`config.mk`:
```
export PLATFORM = sky130hd
export DESIGN_NAME = parity_rmw_engine
export DESIGN_NICKNAME = d
export VERILOG_FILES = /design/src/rtl/raid_pkg.sv /design/src/rtl/stripe_map.sv /design/src/rtl/disk_port_drv.sv /design/src/rtl/parity_rmw_engine.sv
export SDC_FILE = /design/constraint.sdc
export NUM_CORES = 1
export LEC_CHECK = 0
export ABC_AREA = 1
export BUFFER_PORTS_ARGS = -buffer_cell sky130_fd_sc_hd__buf_2
export CORE_AREA = 2 2 154 156
export DETAILED_ROUTE_END_ITERATION = 7
export DIE_AREA = 0 0 156 158
export GPL_TIMING_DRIVEN = 1
export PLACE_DENSITY_LB_ADDON = 0.08
export SETUP_SLACK_MARGIN = 0.02
export SLEW_MARGIN = 5
export SYNTH_ARGS = -nofsm -noshare
export SYNTH_HDL_FRONTEND = slang
export SYNTH_SLANG_ARGS = --single-unit
```
`constraint.sdc`:
```
create_clock -name clk -period 8.6 [get_ports clk]
set_input_delay 0.86 -clock clk [delete_from_list [all_inputs] [get_ports clk]]
set_output_delay 0.86 -clock clk [all_outputs]
set_load 0.02 [all_outputs]
```
`src/rtl/raid_pkg.sv`:
```
package raid_pkg;
  typedef enum logic [2:0] {
    ST_IDLE,
    ST_RD_DATA,
    ST_RD_PAR,
    ST_CAP_PAR,
    ST_WR_DATA,
    ST_WR_PAR,
    ST_RB_SCAN
  } eng_state_t;
endpackage

```
`src/rtl/stripe_map.sv`:
```
// Logical block -> (row, data store, check store) with per-row rotation.
module stripe_map #(
  parameter int NDISK = 4,
  parameter int ROW_W = 10,
  parameter int LBA_W = 12,
  parameter int SEL_W = 2
) (
  input  logic [LBA_W-1:0] lba,
  output logic [ROW_W-1:0] row,
  output logic [SEL_W-1:0] data_disk,
  output logic [SEL_W-1:0] par_disk
);
  localparam int DPR = NDISK - 1;

  logic [LBA_W-1:0] row_full;
  logic [SEL_W-1:0] pos;

  always_comb begin
    row_full  = lba / LBA_W'(DPR);
    pos       = SEL_W'(lba % LBA_W'(DPR));
    par_disk  = SEL_W'(NDISK - 1) - SEL_W'(row_full % LBA_W'(NDISK));
    data_disk = (pos < par_disk) ? pos : pos + SEL_W'(1);
    row       = ROW_W'(row_full);
  end
endmodule

```
`src/rtl/disk_port_drv.sv`:
```
// Fans one selected access out to the per-store ports and selects a read word.
module disk_port_drv #(
  parameter int NDISK  = 4,
  parameter int ROW_W  = 10,
  parameter int DATA_W = 32,
  parameter int SEL_W  = 2
) (
  input  logic                    rd_go,
  input  logic                    wr_go,
  input  logic [SEL_W-1:0]        sel,
  input  logic [ROW_W-1:0]        row,
  input  logic [DATA_W-1:0]       wdata,
  input  logic [SEL_W-1:0]        rsel,
  input  logic [NDISK*DATA_W-1:0] rdata_bus,
  output logic [NDISK-1:0]        rd_en,
  output logic [NDISK-1:0]        wr_en,
  output logic [NDISK*ROW_W-1:0]  row_bus,
  output logic [NDISK*DATA_W-1:0] wdata_bus,
  output logic [DATA_W-1:0]       rdata_sel
);
  for (genvar g = 0; g < NDISK; g++) begin : g_port
    assign rd_en[g] = rd_go && (sel == SEL_W'(g));
    assign wr_en[g] = wr_go && (sel == SEL_W'(g));
    assign row_bus[g*ROW_W +: ROW_W]     = row;
    assign wdata_bus[g*DATA_W +: DATA_W] = wdata;
  end

  always_comb rdata_sel = rdata_bus[rsel*DATA_W +: DATA_W];
endmodule

```
`src/rtl/parity_rmw_engine.sv`:
```
module parity_rmw_engine
  import raid_pkg::*;
#(
  parameter  int NDISK  = 4,
  parameter  int DATA_W = 32,
  parameter  int ROW_W  = 10,
  parameter  int LBA_W  = 12,
  localparam int SEL_W  = $clog2(NDISK)
) (
  input  logic                    clk,
  input  logic                    rst,
  input  logic                    req_valid,
  input  logic                    req_rebuild,
  input  logic [LBA_W-1:0]        req_lba,
  input  logic [DATA_W-1:0]       req_data,
  input  logic [ROW_W-1:0]        req_row,
  input  logic [SEL_W-1:0]        req_fail,
  output logic                    req_ready,
  output logic                    done,
  output logic [DATA_W-1:0]       rebuild_data,
  output logic [NDISK-1:0]        dsk_rd_en,
  output logic [NDISK-1:0]        dsk_wr_en,
  output logic [NDISK*ROW_W-1:0]  dsk_row,
  output logic [NDISK*DATA_W-1:0] dsk_wdata,
  input  logic [NDISK*DATA_W-1:0] dsk_rdata
);
  localparam int CNT_W = $clog2(NDISK + 1);

  eng_state_t        state;
  logic [ROW_W-1:0]  row_q;
  logic [SEL_W-1:0]  dd_q, pd_q, fail_q, prv_sel;
  logic [DATA_W-1:0] new_q, old_d_q, old_p_q, acc_q, rb_q;
  logic [CNT_W-1:0]  scan_q;
  logic              prv_vld, done_q;
  logic              in_rebuild;

  logic [ROW_W-1:0]  map_row;
  logic [SEL_W-1:0]  map_dd, map_pd;

  logic              rd_go, wr_go;
  logic [SEL_W-1:0]  sel, rsel;
  logic [DATA_W-1:0] wdata, rword;

  stripe_map #(.NDISK(NDISK), .ROW_W(ROW_W), .LBA_W(LBA_W), .SEL_W(SEL_W)) map_i (
    .lba(req_lba), .row(map_row), .data_disk(map_dd), .par_disk(map_pd)
  );

  disk_port_drv #(.NDISK(NDISK), .ROW_W(ROW_W), .DATA_W(DATA_W), .SEL_W(SEL_W)) drv_i (
    .rd_go(rd_go), .wr_go(wr_go), .sel(sel), .row(row_q), .wdata(wdata),
    .rsel(rsel), .rdata_bus(dsk_rdata), .rd_en(dsk_rd_en), .wr_en(dsk_wr_en),
    .row_bus(dsk_row), .wdata_bus(dsk_wdata), .rdata_sel(rword)
  );

  // Access decode from the registered state.
  always_comb begin
    rd_go = 1'b0;
    wr_go = 1'b0;
    sel   = dd_q;
    rsel  = dd_q;
    wdata = new_q;
    unique case (state)
      ST_RD_DATA: begin rd_go = 1'b1; sel = dd_q; end
      ST_RD_PAR:  begin rd_go = 1'b1; sel = pd_q; rsel = dd_q; end
      ST_CAP_PAR: rsel = pd_q;
      ST_WR_DATA: begin wr_go = 1'b1; sel = dd_q; wdata = new_q; end
      ST_WR_PAR:  begin wr_go = 1'b1; sel = pd_q; wdata = old_p_q ^ old_d_q ^ new_q; end
      ST_RB_SCAN: begin
        sel   = SEL_W'(scan_q);
        rsel  = prv_sel;
        rd_go = (scan_q < CNT_W'(NDISK)) && (scan_q != CNT_W'(fail_q));
      end
      default: ;
    endcase
  end

  always_ff @(posedge clk) begin
    if (rst) begin
      state   <= ST_IDLE;
      row_q   <= '0;
      dd_q    <= '0;
      pd_q    <= '0;
      fail_q  <= '0;
      prv_sel <= '0;
      new_q   <= '0;
      old_d_q <= '0;
      old_p_q <= '0;
      acc_q   <= '0;
      rb_q    <= '0;
      scan_q  <= '0;
      prv_vld <= 1'b0;
      done_q  <= 1'b0;
    end else begin
      done_q <= 1'b0;
      unique case (state)
        ST_IDLE: if (req_valid) begin
          if (req_rebuild) begin
            row_q   <= req_row;
            fail_q  <= req_fail;
            scan_q  <= '0;
            acc_q   <= '0;
            prv_vld <= 1'b0;
            state   <= ST_RB_SCAN;
          end else begin
            row_q <= map_row;
            dd_q  <= map_dd;
            pd_q  <= map_pd;
            new_q <= req_data;
            state <= ST_RD_DATA;
          end
        end
        ST_RD_DATA: state <= ST_RD_PAR;
        ST_RD_PAR: begin
          old_d_q <= rword;
          state   <= ST_CAP_PAR;
        end
        ST_CAP_PAR: begin
          old_p_q <= rword;
          state   <= ST_WR_DATA;
        end
        ST_WR_DATA: state <= ST_WR_PAR;
        ST_WR_PAR: begin
          done_q <= 1'b1;
          state  <= ST_IDLE;
        end
        ST_RB_SCAN: begin
          acc_q   <= acc_q ^ (prv_vld ? rword : '0);
          prv_vld <= rd_go;
          prv_sel <= sel;
          if (scan_q == CNT_W'(NDISK)) begin
            rb_q   <= acc_q ^ (prv_vld ? rword : '0);
            done_q <= 1'b1;
            state  <= ST_IDLE;
          end else begin
            scan_q <= scan_q + CNT_W'(1);
          end
        end
        default: state <= ST_IDLE;
      endcase
    end
  end

  assign in_rebuild   = (state == ST_RB_SCAN);
  assign req_ready    = (state == ST_IDLE);
  assign done         = done_q;
  assign rebuild_data = rb_q;
endmodule

```
Word-level counts from Yosys, hierarchy flattened

Index checks and enable logic that the tools add are counted.

Logic and storage cells: 87
Flip-flop bits (word level): 186
Input port bits: 188
Bits in latches: 0
Memory bits (read-only): 0
Bits in writable memories: 0
Memories: 0

Divide/modulo/power cells: 2
$add $sub $neg: 3
Reductions and logical operators: 22
Multiply operators: 0
Shift operators: 1
Bitwise gates (word level): 4
Equal/unequal tests: 15
Mux-type cells: 24
Order comparisons: 2

Operator list:

| kind                                                   | number |
|---|---|
| 2-to-1 mux 32 bit                                      | 4 |
| variable part select 128 x 8 -> 32 bit                 | 1 |
| bitwise XOR 32 bit                                     | 3 |
| one-hot mux 32 bit (2 select lines)                    | 1 |
| 2-to-1 mux 3 bit                                       | 6 |
| one-hot mux 3 bit (6 select lines)                     | 1 |
| divider 12 x 2 -> 12 bit, second input constant        | 1 |
| == test 3 bit, second input constant                   | 4 |
| remainder unit 12 x 2 -> 12 bit, second input constant | 1 |
| 2-to-1 mux 10 bit                                      | 1 |
| logical AND 1 bit                                      | 9 |
| AND reduction 3 bit                                    | 3 |
| one-hot mux 2 bit (2 select lines)                     | 2 |
| == test 3 x 2 -> 1 bit, second input constant          | 2 |
| inequality test 2 bit, second input constant           | 3 |
| one-hot mux 1 bit (2 select lines)                     | 3 |
| one-hot mux 3 bit (2 select lines)                     | 1 |
| AND reduction 2 bit                                    | 3 |
| OR reduction 2 bit                                     | 3 |
| == test 2 bit, second input constant                   | 2 |
| 2-to-1 mux 1 bit                                       | 4 |
| AND reduction 4 bit                                    | 1 |
| adder 3 x 1 -> 3 bit, second input constant            | 1 |
| == test 3 x 1 -> 1 bit, second input constant          | 1 |
| 12 further kinds                                       | 12 |

Longest topological paths before layout

Gate-level depths: netlist of run 1.

Depth in word-level cells: 6
Depth in mapped cells: 46

Cells and area by module

A second synthesis of run 1 with hierarchy kept.

Cell total of the unflattened synthesis: 1778
Area, all modules: 11688.7 um^2

By module, submodules not included:

| module            | area an instance (um^2) | sequential area each (um^2) | times used | cells each |
|---|---|---|---|---|
| parity_rmw_engine | 8079.0                  | 3723.6                      | 1          | 1100 |
| disk_port_drv     | 2879.0                  | 0.0                         | 1          | 554 |
| stripe_map        | 730.7                   | 0.0                         | 1          | 124 |

Worst setup path after synthesis of run 1

Ideal clock, no wire load.

Path kind: in2reg
Start: input req_lba[11]
End: register dd_q[0]
Data arrival time: 4.712 ns
Library setup time: 0.065 ns
Data required time: 8.535 ns
Cell stages on the path: 42
Path buffers: 0
Path slack: 3.823 ns
Cells stage by stage: inv_1 > nand2_1 > o21ai_1 > inv_1 > nand3_1 > nand2_2 > mux2i_4 > nand2_2 > nand2_2 > nand3_2 > nand2_2 > nand2_2 > nand3_2 > nand2_2 > nand2_1 > nand3_2 > nand2_1 > nand2_1 > (+6 left out) > nand2_4 > xor2_2 > inv_1 > ha_1 > inv_1 > nand3_1 > inv_1 > nand3_2 > nand2_1 > nand2_1 > ha_1 > a21oi_1 > inv_1 > nand2_1 > inv_1 > nor3_1 > a21oi_1 > nor2_1

Word-level cells in the longest chain between the ends: 4

Ends and longest elaborated chain:

| element                  | line                     | RTL |
|---|---|---|
| start, declared          | parity_rmw_engine.sv:14  | `input logic [LBA_W-1:0] req_lba,` |
| divider 12 x 2 -> 12 bit | stripe_map.sv:19         | `row_full = lba / LBA_W'(DPR);` |
| subtractor 2 bit         | stripe_map.sv:21         | `par_disk = SEL_W'(NDISK - 1) - SEL_W'(row_full % LBA_W'(NDISK));` |
| < comparator 2 bit       | stripe_map.sv:22         | `data_disk = (pos < par_disk) ? pos : pos + SEL_W'(1);` |
| 2-to-1 mux 2 bit *       | stripe_map.sv:22         |  |
| end signal, assigned     | parity_rmw_engine.sv:105 | `dd_q <= map_dd;` |
| end, declared            | parity_rmw_engine.sv:31  | `logic [SEL_W-1:0] dd_q, pd_q, fail_q, prv_sel;` |

Every way passes the cells marked *; elsewhere a longest branch is shown, timed or not.
A chain may end at the register's enable or synchronous reset.

Final worst setup path of run 1

Ends and elaborated chain as after synthesis.

==> results of run 1 <==
==> cell usage in the layout (no fill, tap or decap), types with 2 or more instances in the layout <==
cell type / instances
a211oi_1: 3
a21oi_1: 148
a21oi_4: 2
a31oi_1: 6
buf_2: 396
buf_4: 13
clkbuf_16: 17
clkinv_1: 3
clkinv_4: 3
clkinv_8: 2
dfxtp_1: 186
ha_1: 6
inv_1: 248
inv_6: 5
inv_8: 4
nand2_1: 178
nand2_2: 8
nand3_1: 19
nand3_2: 9
nor2_1: 222
nor3_1: 2
o211ai_1: 2
o21ai_0: 231
o21ai_1: 7
o21ai_2: 3
o22ai_1: 34
xnor2_1: 64
==> sequential cells by signal, summed over array words and instances (netlist names) <==
signal / cells
rebuild_data: 32
pd_q: 2
scan_q: 3
row_q: 10
old_d_q: 32
acc_q: 32
prv_vld: 1
new_q: 32
old_p_q: 32
dd_q: 2
prv_sel: 2
state: 3
done: 1
fail_q: 2
==> per-stage QoR <==
step | setup slack [ns] | util [%]
3_3_place_gp | 3.40 | 51.6
3_5_place_dp | 3.29 | 51.6
2_1_floorplan | 3.82 | -
6_report | 3.69 | 54.2
5_1_grt | 3.10 | 54.2
4_1_cts | 3.71 | 54.2
==> critical path, delay by kind of cell <==
| family | cells | cell delay [ns] |
|---|---|---|
| adders and majority gates | 3 | 0.64 |
| muxes | 1 | 0.18 |
| buffers and inverters | 9 | 0.62 |
| and+or+nand+nor | 25 | 2.19 |
| AOI/OAI and AO/OA | 4 | 0.61 |
| xor gates and xnor gates | 1 | 0.16 |
==> cells by family (layout without fill, tap and decap cells) <==
family,count (synthesis),count (layout),synth area share (%)
compound gates,441,441,21.5
xor+xnor,65,65,5.40
fa+ha+maj,6,6,0.703
buf+inv,460,693,20.7
flops,186,186,34.8
mux,1,1,0.211
simple gates,443,443,16.5
==> metal layers <==
metal / vias up / routed length (µm) / track usage (%)
li1: 5359 / - / -
met5: - / 0 / 0
met2: 334 / 14100 / 39.8
met4: 0 / 427 / 6.51
met1: 4625 / 14500 / 33.4
met3: 26 / 1850 / 4.41
==> final cells by class <==
cell class	instances	area, µm²
fill	2341	10600
sequential	186	3720
multi-input combinational	956	4780
clock buffer	17	425
tap	290	363
inverter	252	946
clock inverter	15	178
timing repair buffer	409	2080
==> power breakdown <==
group	total, mW	internal (mW)	switching, mW
clock	0.805	0.419	0.386
sequential	1.11	1.01	0.0914
combinational	1.56	0.461	1.10
total	3.47	1.89	1.58
==> worst paths after layout <==
kind	cells past startpoint	slack, ns	from	to
setup / recovery	43	3.69	req_lba[11]	dd_q[0]$_SDFFE_PP0P_
hold / removal	2	0.48	fail_q[1]$_SDFFE_PP0P_	fail_q[1]$_SDFFE_PP0P_
setup reg to reg	13	4.38	state[2]$_SDFFE_PP0P_	acc_q[31]$_SDFFE_PP0P_
hold reg to reg	2	0.48	fail_q[1]$_SDFFE_PP0P_	fail_q[1]$_SDFFE_PP0P_
==> metrics.txt, run 1 <==
TNS Setup=0 ns; RSZ-0062 raised after global routing=false; initial antenna violation count=0; hold crit path type=register to register; clk buf depth=2; actual slew at the worst max-slew pin=1.10 ns; GRT overflow=0; DR pass1 iterations=5; CTS tree=done; vias in the first global route=approximately 8900; pwr/cell area=278 nW/µm²; Power Total=3.47 mW; distinct cell type count after synthesis=35; DR vias=slightly above 10000; count leader, synth=inv_1; setup bufs post-CTS=0; Vert. Die Dim=approximately 160 µm; CTS Buf Count=17; Core ar.=about 23000 µm²; Starting Density=roughly 46%; post-route cell area=between 10000 and 15000 µm²; Startpoint Class=input pin; nets@finish=approximately 2000; Syn Nets=roughly 1800; CP Capture Type=register; synthesized cell area=roughly 11000 µm²; fmax=between 200 and 250 MHz; Max Cap Viol=0; asr flop ratio synth=0%; clk sinks=between 150 and 200; Post-synth EDFFs=0; Setup Skew=0.0114 ns; sequential cell area fraction in the yosys report=between 30% and 40%; hold buffers post-CTS=0; die span in x=156 µm; drt via density=slightly below 5; DP Area=between 10000 and 15000 µm²; area grow syn2layout=17.0%; Final Non-Filler Cells=about 2100; # DRC=0; crit-path max cell delay=0.26 ns; minimum clock period=4.91 ns; period utilisation layout=57.1%; die area=24600 µm²; Synth Instances=approximately 1600; Total Routing Usage GR=24.4%; Synth area leader=dfxtp_1; routed len/inst=14.6 µm; Placer Congestion=roughly 0.84; Top Ports=around 400; Clk pin slew, worst setup/hold paths=0.08 ns; drt total wl=between 30 and 40 mm; cell count after placement=between 2000 and 2500; # setup viols final=0; CP Max Fanout=7; synth cell count leaders=249 x inv_1, 231 x o21ai_0, 224 x nor2_1; Leak Pwr=roughly 6.6 nW; Synth area leaders=dfxtp_1 35%, o21ai_0 11%, buf_4 8.9%; layout cells sized above 1=25.6%; critical path class=input pin to register; Starting DRT DRC Count=583; commonest register cell after synthesis=dfxtp_1; Rel. slew slack=roughly 27%; Synth Register Bits=186; largest net degree at the start of global routing=between 100 and 150; status=complete, no violations; hold_ws=around 0.48 ns; clock root buffer=clkbuf_16; dpl hpwl=22.5 mm; area share of the largest cell type after synthesis=between 30% and 40%; post_cts resized=0; first-pass GRT wire length=between 40 and 50 mm; row count=56; H-tree Lvls=4; Final Max Slew Viols=0; Worst EP required=between 8 and 9 ns; peak supply drop=around 0.00013 V; Post-DRT Antenna Nets=0; worst-skew pair later-pin latency=about 0.43 ns; WP data arrival=5.28 ns; yosys warns=0; syn avg cell area=approximately 6.7 µm²; Slowest cell on crit path=ha_1; hold violation count in the final report=0; IO Port Bufs=roughly 400; antenna fix cells=0
Power figures use the tool's default switching activity.
==> run 2: changes to the inputs <==
--- a/config.mk
+++ b/config.mk
@@ -5,11 +5,11 @@
 export SDC_FILE = /design/constraint.sdc
 export NUM_CORES = 1
 export LEC_CHECK = 0
-export ABC_AREA = 1
+export ABC_AREA = 0
 export BUFFER_PORTS_ARGS = -buffer_cell sky130_fd_sc_hd__buf_2
-export CORE_AREA = 2 2 154 156
+export CORE_AREA = 2 2 153 155
 export DETAILED_ROUTE_END_ITERATION = 7
-export DIE_AREA = 0 0 156 158
+export DIE_AREA = 0 0 155 157
 export GPL_TIMING_DRIVEN = 1
 export PLACE_DENSITY_LB_ADDON = 0.08
 export SETUP_SLACK_MARGIN = 0.02
==> constraint.sdc (replaced) <==
create_clock -name clk -period 4.7 [get_ports clk]
set_input_delay 0.47 -clock clk [delete_from_list [all_inputs] [get_ports clk]]
set_output_delay 0.47 -clock clk [all_outputs]
set_load 0.02 [all_outputs]
==> run 2 against run 1 <==
Net effect: sequential power is 57% higher; register-to-register slack worse by 3.4 ns; worst setup slack got worse by 3.3 ns; critical path type unchanged; clock skew grew 0.0014 ns; final area grew 4.6%; first-iteration DRC count rose by 56%; combinational power down 11%; sequential share of layout area shrank 1.3 points; synthesized cell count is 5.2% lower; wire length up 8.4%; critical path depth fell by 20; non-clock buffer count up 28.
==> metrics.txt, run 2 <==
status=complete, no violations; worst-skew pair later-pin latency=0.43 ns; count leader, synth=nand2_1; CP Max Fanout=14; Post-synth EDFFs=0; multiplexer area fraction after synthesis=less than 1%; Core ar.=~23000 µm²; vias in the first global route=slightly above 9000; Top Ports=between 300 and 400; CTS tree=done; # fillers=2165; cell count after placement=~2000; synthesized cell area=roughly 11000 µm²; commonest non-fill, non-tap cell in the layout=buf_2; Final Max Slew Viols=0; CP Capture Type=register; most frequent cells in the layout=396 x buf_2, 329 x nand2_1, 186 x dfxtp_1, 166 x a21oi_1, 131 x nor2_1; initial antenna violation count=2; clk buf depth=2; Max Cap Viol=0; first-pass GRT wire length=between 50 and 60 mm; RSZ-0062 raised after global routing=false; Post-Synth Adder-Cell Area=0.671%; compound-gate portion of the synthesized area=a little over a fifth; Clk pin slew, worst setup/hold paths=~0.08 ns; area share of the largest cell type after synthesis=between 30% and 40%; clock root buffer=clkbuf_16; drt via density=5.29; TNS Setup=0 ns; H-tree Lvls=4; Synth area leaders=dfxtp_1 33%, nand2_1 11%, buf_4 8.6%; Synth Area in XOR/XNOR=around 8.4%; asr flop ratio synth=0%; commonest register cell after synthesis=dfxtp_1; Startpoint Class=input pin; Hold Path Sink=new_q[13]$_SDFFE_PP0P_; fmax=230 MHz; drt total wl=~34 mm; switching share of total power=37.0%; distinct cell type count after synthesis=64; synth cell count leaders=330 x nand2_1, 186 x dfxtp_1, 166 x a21oi_1; Rel. slew slack=a little under half; largest family of logic cells by synthesized area=simple AND/OR/NAND/NOR gates; hold_ws=between 0.2 and 0.3 ns; critical path class=input pin to register; largest net degree at the start of global routing=between 100 and 150; Synth Instances=approximately 1500; Worst EP required=5.02 ns; yosys warns=0; Synth Register Bits=between 150 and 200; # DRC=0; hold crit path type=input pin to register; Clock Power Share=between 30% and 40%; IO Port Bufs=between 300 and 400; actual slew at the worst max-slew pin=around 0.8 ns; die area=~24000 µm²; Syn Nets=~1700; Leak Pwr=5.80 nW; Vert. Die Dim=157 µm; row count=between 50 and 60; minimum clock period=~4.3 ns; Placer Congestion=0.869; Starting Density=between 40% and 50%; WP data arrival=approximately 4.7 ns; CTS Buf Count=17; multi-input logic area=a little over 6000 µm²; hold path depth=3; period utilisation layout=between 90% and 100%; Setup Skew=0.0128 ns; # setup viols final=0; hold violation count in the final report=0; post_cts resized=0; clk sinks=approximately 190; peak supply drop=~0.00023 V; sequential share of power=approximately two fifths; Post-DRT Antenna Nets=0; Place WS=-0.0625 ns; FF-to-FF setup slack=1.00 ns; post-route cell area=between 10000 and 15000 µm²; setup bufs post-CTS=0; Switch Pwr=about 1.7 mW; hold buffers post-CTS=0; dpl hpwl=roughly 25 mm; layout cells sized above 1=28.2%; Starting DRT DRC Count=approximately 910; nets@finish=between 1500 and 2000; Total Routing Usage GR=around a quarter; reg-to-reg startpoint=state[0]$_SDFFE_PP0P_; register area=3720 µm²; pwr/cell area=around 350 nW/µm²; simple-gate share of the synthesized area=22.8%; final setup margin=around 0.36 ns; Synth area leader=dfxtp_1; area grow syn2layout=16.9%; GRT overflow=0; routed len/inst=between 15 and 20 µm; Worst Reg2Reg Path Length in Cells=10; Final Non-Filler Cells=approximately 2000; DR vias=between 10000 and 15000; DR pass1 iterations=5; Comb pwr share=between 30% and 40%; min-delay src=req_data[13]; reg2reg end=acc_q[31]$_SDFFE_PP0P_; die span in x=155 µm; sequential cell area fraction in the yosys report=around a third; DP Area=around 13000 µm²; Int Power=around 2.8 mW; syn avg cell area=between 7 and 8 µm²
==> run 2: power by group through the flow <==
stage / clock (mW) / sequential (mW) / combinational [mW]
floorplan: 0 / 1.77 / 1.02
global placement: 0 / 1.77 / 1.38
detailed placement: 0 / 1.78 / 1.39
CTS: 1.41 / 1.74 / 1.39
global route: 1.48 / 1.76 / 1.51
finish: 1.39 / 1.74 / 1.39
==> run 2: cells by family after synthesis <==
kind of cell    count (synthesis)
xor+xnor                      106
buf+inv                       249
simple gates                  596
mux                             3
compound gates                372
fa+ha+maj                       6
flops                         186
==> run 2: critical path: stages <==
cell	delay (ns)
buf_2	0.18
nor4b_2	0.33
a32oi_1	0.13
a22o_1	0.27
and2_1	0.22
a32oi_1	0.28
and4b_1	0.32
nor2_2	0.08
ha_1	0.19
inv_1	0.10
o41ai_2	0.09
nor2_2	0.12
xnor2_1	0.11
ha_1	0.23
a211oi_4	0.23
a21boi_2	0.09
a31o_1	0.22
ha_1	0.28
a21oi_1	0.20
nor2b_1	0.09
nand3b_1	0.09
a311oi_1	0.05
a211o_1	0.27
==> run 2: area by class of cell <==
cell class	count	area share [%]
clock inverter	13	1.01
antenna	2	0.0383
tap	285	2.73
clock buffer	19	3.31
inverter	16	0.459
multi-input combinational	1083	46.4
sequential	186	28.5
timing repair buffer	437	17.5
==> run 2: layer usage <==
metal	GRT usage (%)	vias to the layer above	wire length [µm]
met5	0	-	0
met4	6.26	0	464
met3	3.44	27	1650
met2	42.4	310	16000
met1	37.0	5026	15400
li1	-	5433	-
==> run 2: worst max path at each step <==
stage	startpoint	end	slack, ns	cells after the start
after global placement	req_lba[10]	dd_q[1]$_SDFFE_PP0P_	0.04	23
after detailed placement	req_lba[10]	dd_q[1]$_SDFFE_PP0P_	-0.06	23
final	req_lba[9]	dd_q[1]$_SDFFE_PP0P_	0.36	23
after global routing	req_lba[10]	dd_q[1]$_SDFFE_PP0P_	0.04	23
after CTS	req_lba[10]	dd_q[1]$_SDFFE_PP0P_	0.37	23
after floorplan	req_lba[8]	dd_q[1]$_SDFFE_PP0P_	0.04	24
==> run 2: through the flow <==
| stage | total power [mW] | util, % |
|---|---|---|
| after global placement | 3.16 | 55.6 |
| after CTS | 4.55 | 58.1 |
| after detailed placement | 3.17 | 55.6 |
| after floorplan | 2.79 | - |
| final | 4.52 | 58.1 |
| after global routing | 4.75 | 58.1 |
==> run 3: changes to the inputs <==
--- a/config.mk
+++ b/config.mk
@@ -7,9 +7,9 @@
 export LEC_CHECK = 0
 export ABC_AREA = 0
 export BUFFER_PORTS_ARGS = -buffer_cell sky130_fd_sc_hd__buf_2
-export CORE_AREA = 2 2 153 155
+export CORE_AREA = 2 2 159 161
 export DETAILED_ROUTE_END_ITERATION = 7
-export DIE_AREA = 0 0 155 157
+export DIE_AREA = 0 0 161 163
 export GPL_TIMING_DRIVEN = 1
 export PLACE_DENSITY_LB_ADDON = 0.08
 export SETUP_SLACK_MARGIN = 0.02
==> constraint.sdc (replaced) <==
create_clock -name clk -period 3.8 [get_ports clk]
set_input_delay 0.38 -clock clk [delete_from_list [all_inputs] [get_ports clk]]
set_output_delay 0.38 -clock clk [all_outputs]
set_load 0.02 [all_outputs]
==> run 3 against run 2 <==
Net effect: the flow now finishes with violations (setup timing); highest routed layer unchanged; worst setup slack lost 0.50 ns; global-route usage down 1.6 points; worst hold slack got worse by 0.10 ns; final area grew 5.3%; via count up 1.3%; count of clock-buffer cells in the layout down 2; critical endpoint unchanged; combinational power is 39% higher.
==> metrics.txt, run 3 (synthesis gave the netlist of run 2 again) <==
CP bufs+invs=4; vias in the first global route=9472; post-route cell area=13800 µm²; antenna fix cells=0; drt via density=5.13; Power Total=about 6 mW; minimum clock period=between 3 and 4 ns; DR vias=between 10000 and 15000; # DRC=0; die span in x=161 µm; critical path class=input pin to register; Max Cap Viol=0; period utilisation layout=104%; Final Non-Filler Cells=2132; layout cells sized above 1=a little under a third; cell chain of the critical path=buf_12 -> nor4b_4 -> buf_4 -> a21oi_1 -> a22o_1 -> buf_6 -> a211oi_2 -> a31oi_1 -> and4b_1 -> buf_6 -> o41ai_4 -> nor2_2 -> xnor2_2 -> ha_4 -> a211oi_4 -> a21boi_2 -> a31o_1 -> ha_1 -> a21oi_2 -> nor2b_2 -> nand3b_1 -> a311oi_2 -> a211o_1; Starting Density=a little under half; drt total wl=~34 mm; Most common cell on crit path=buf_6; GRT overflow=0; Total Routing Usage GR=24.5%; largest net degree at the start of global routing=104; met1 WL=approximately 15 mm; die area=26200 µm²; row count=58; DR top layer=met4; Final Max Slew Viols=0; pwr/cell area=about 420 nW/µm²; Met2 Wirelength=around 17 mm; Place WS=-0.732 ns; nets@finish=1984; WP data arrival=~4.3 ns; H-tree Lvls=4; RSZ-0062 raised after global routing=true; # fillers=between 2000 and 2500; TNS Setup=-0.186 ns; clock root buffer=clkbuf_16; CTS tree=done; hold buffers post-CTS=0; dpl hpwl=25.1 mm; Placer Congestion=approximately 0.85; area grow syn2layout=23.1%; initial antenna violation count=0; Rel. slew slack=a little under half; Setup Skew=between 0.015 and 0.02 ns; Vert. Die Dim=163 µm; DR pass1 iterations=7; # setup viols final=2; hold violation count in the final report=0; cell count after placement=approximately 2100; status=finished, violations left; failing checks=setup timing; final setup margin=-0.144 ns; crit-path max cell delay=about 0.31 ns; Leak Pwr=between 6 and 7 nW; Worst EP required=slightly above 4 ns; clk sinks=roughly 190; most frequent cells in the layout=391 x buf_2, 328 x nand2_1, 186 x dfxtp_1, 165 x a21oi_1, 129 x nor2_1; Slowest cell on crit path=o41ai_4; Top Ports=398; DP Area=12900 µm²; clk buf depth=2; fmax=~250 MHz; CP top delay family=compound AO/OA/AOI/OAI gates; commonest non-fill, non-tap cell in the layout=buf_2; routed len/inst=roughly 16 µm; Post-DRT Antenna Nets=0; CTS Buf Count=17; IO Port Bufs=397; Clk pin slew, worst setup/hold paths=0.08 ns; WL met3=roughly 1.7 mm; first-pass GRT wire length=51.0 mm; CP Max Fanout=7; actual slew at the worst max-slew pin=slightly above 0.8 ns; worst-skew pair later-pin latency=around 0.44 ns; CP Capture Type=register; Starting DRT DRC Count=709; hold crit path type=input pin to register; Startpoint Class=input pin; peak supply drop=0.000331 V; Core ar.=between 20000 and 25000 µm²
[run 3: cell types whose count changed in the layout (fill, tap and decap cells not counted), moves of 5 or more]
| cell | change |
|---|---|
| buf_4 | +40 |
| buf_12 | +7 |
| buf_6 | +7 |
| buf_2 | -5 |
[run 3: final timing paths]
check | startpoint | depth (start not counted) | endpoint | slack [ns]
setup / recovery | req_lba[11] | 23 | dd_q[1]$_SDFFE_PP0P_ | -0.14
hold / removal | req_data[17] | 3 | new_q[17]$_SDFFE_PP0P_ | 0.17
setup reg to reg | state[2]$_SDFFE_PP0P_ | 10 | rebuild_data[3]$_SDFFE_PP0P_ | 0.48
hold reg to reg | prv_sel[0]$_SDFFE_PP0P_ | 2 | prv_sel[0]$_SDFFE_PP0P_ | 0.47
[run 3: cell type report]
cell class	instances	area [µm²]	area share (%)
clock buffers	17	425	3.09
clock inverters	14	154	1.12
inverters	16	60.1	0.436
multi-input cells	1083	6200	45.1
flip-flops and latches	186	3720	27.0
well taps	330	413	3.00
repair buffers	486	2790	20.2
[run 3: repair_timing]
item	4_1_cts	5_1_grt
setup endpoints to repair	2	2
setup buffers	5	5
pin swaps	20	12
resized for setup	32	9
[run 3: tightest hold or removal path, cell delays in order]
cell,delay [ns]
buf_2,0.09
nand2_1,0.04
a21oi_1,0.05
[run 3: report_power, final]
part	internal, mW	total, mW	leakage, nW	switching, mW
registers	2.06	2.15	1.51	0.0882
clock network	0.877	1.76	0.280	0.880
logic	0.736	1.93	4.36	1.20
[run 3: through the flow]
step	hold WS, ns	utilization, %
finish	0.166	55.8
global route	0.158	55.8
CTS	0.153	55.5
detailed placement	0.454	52.5
global placement	0.446	52.5
floorplan	0.436	-
[run 3: routing by layer]
| layer | vias to the layer above | GRT usage [%] |
|---|---|---|
| met3 | 31 | 3.23 |
| met1 | 5036 | 33.1 |
| met4 | 0 | 6.29 |
| met2 | 341 | 41.5 |
| met5 | - | 0 |
| li1 | 5524 | - |
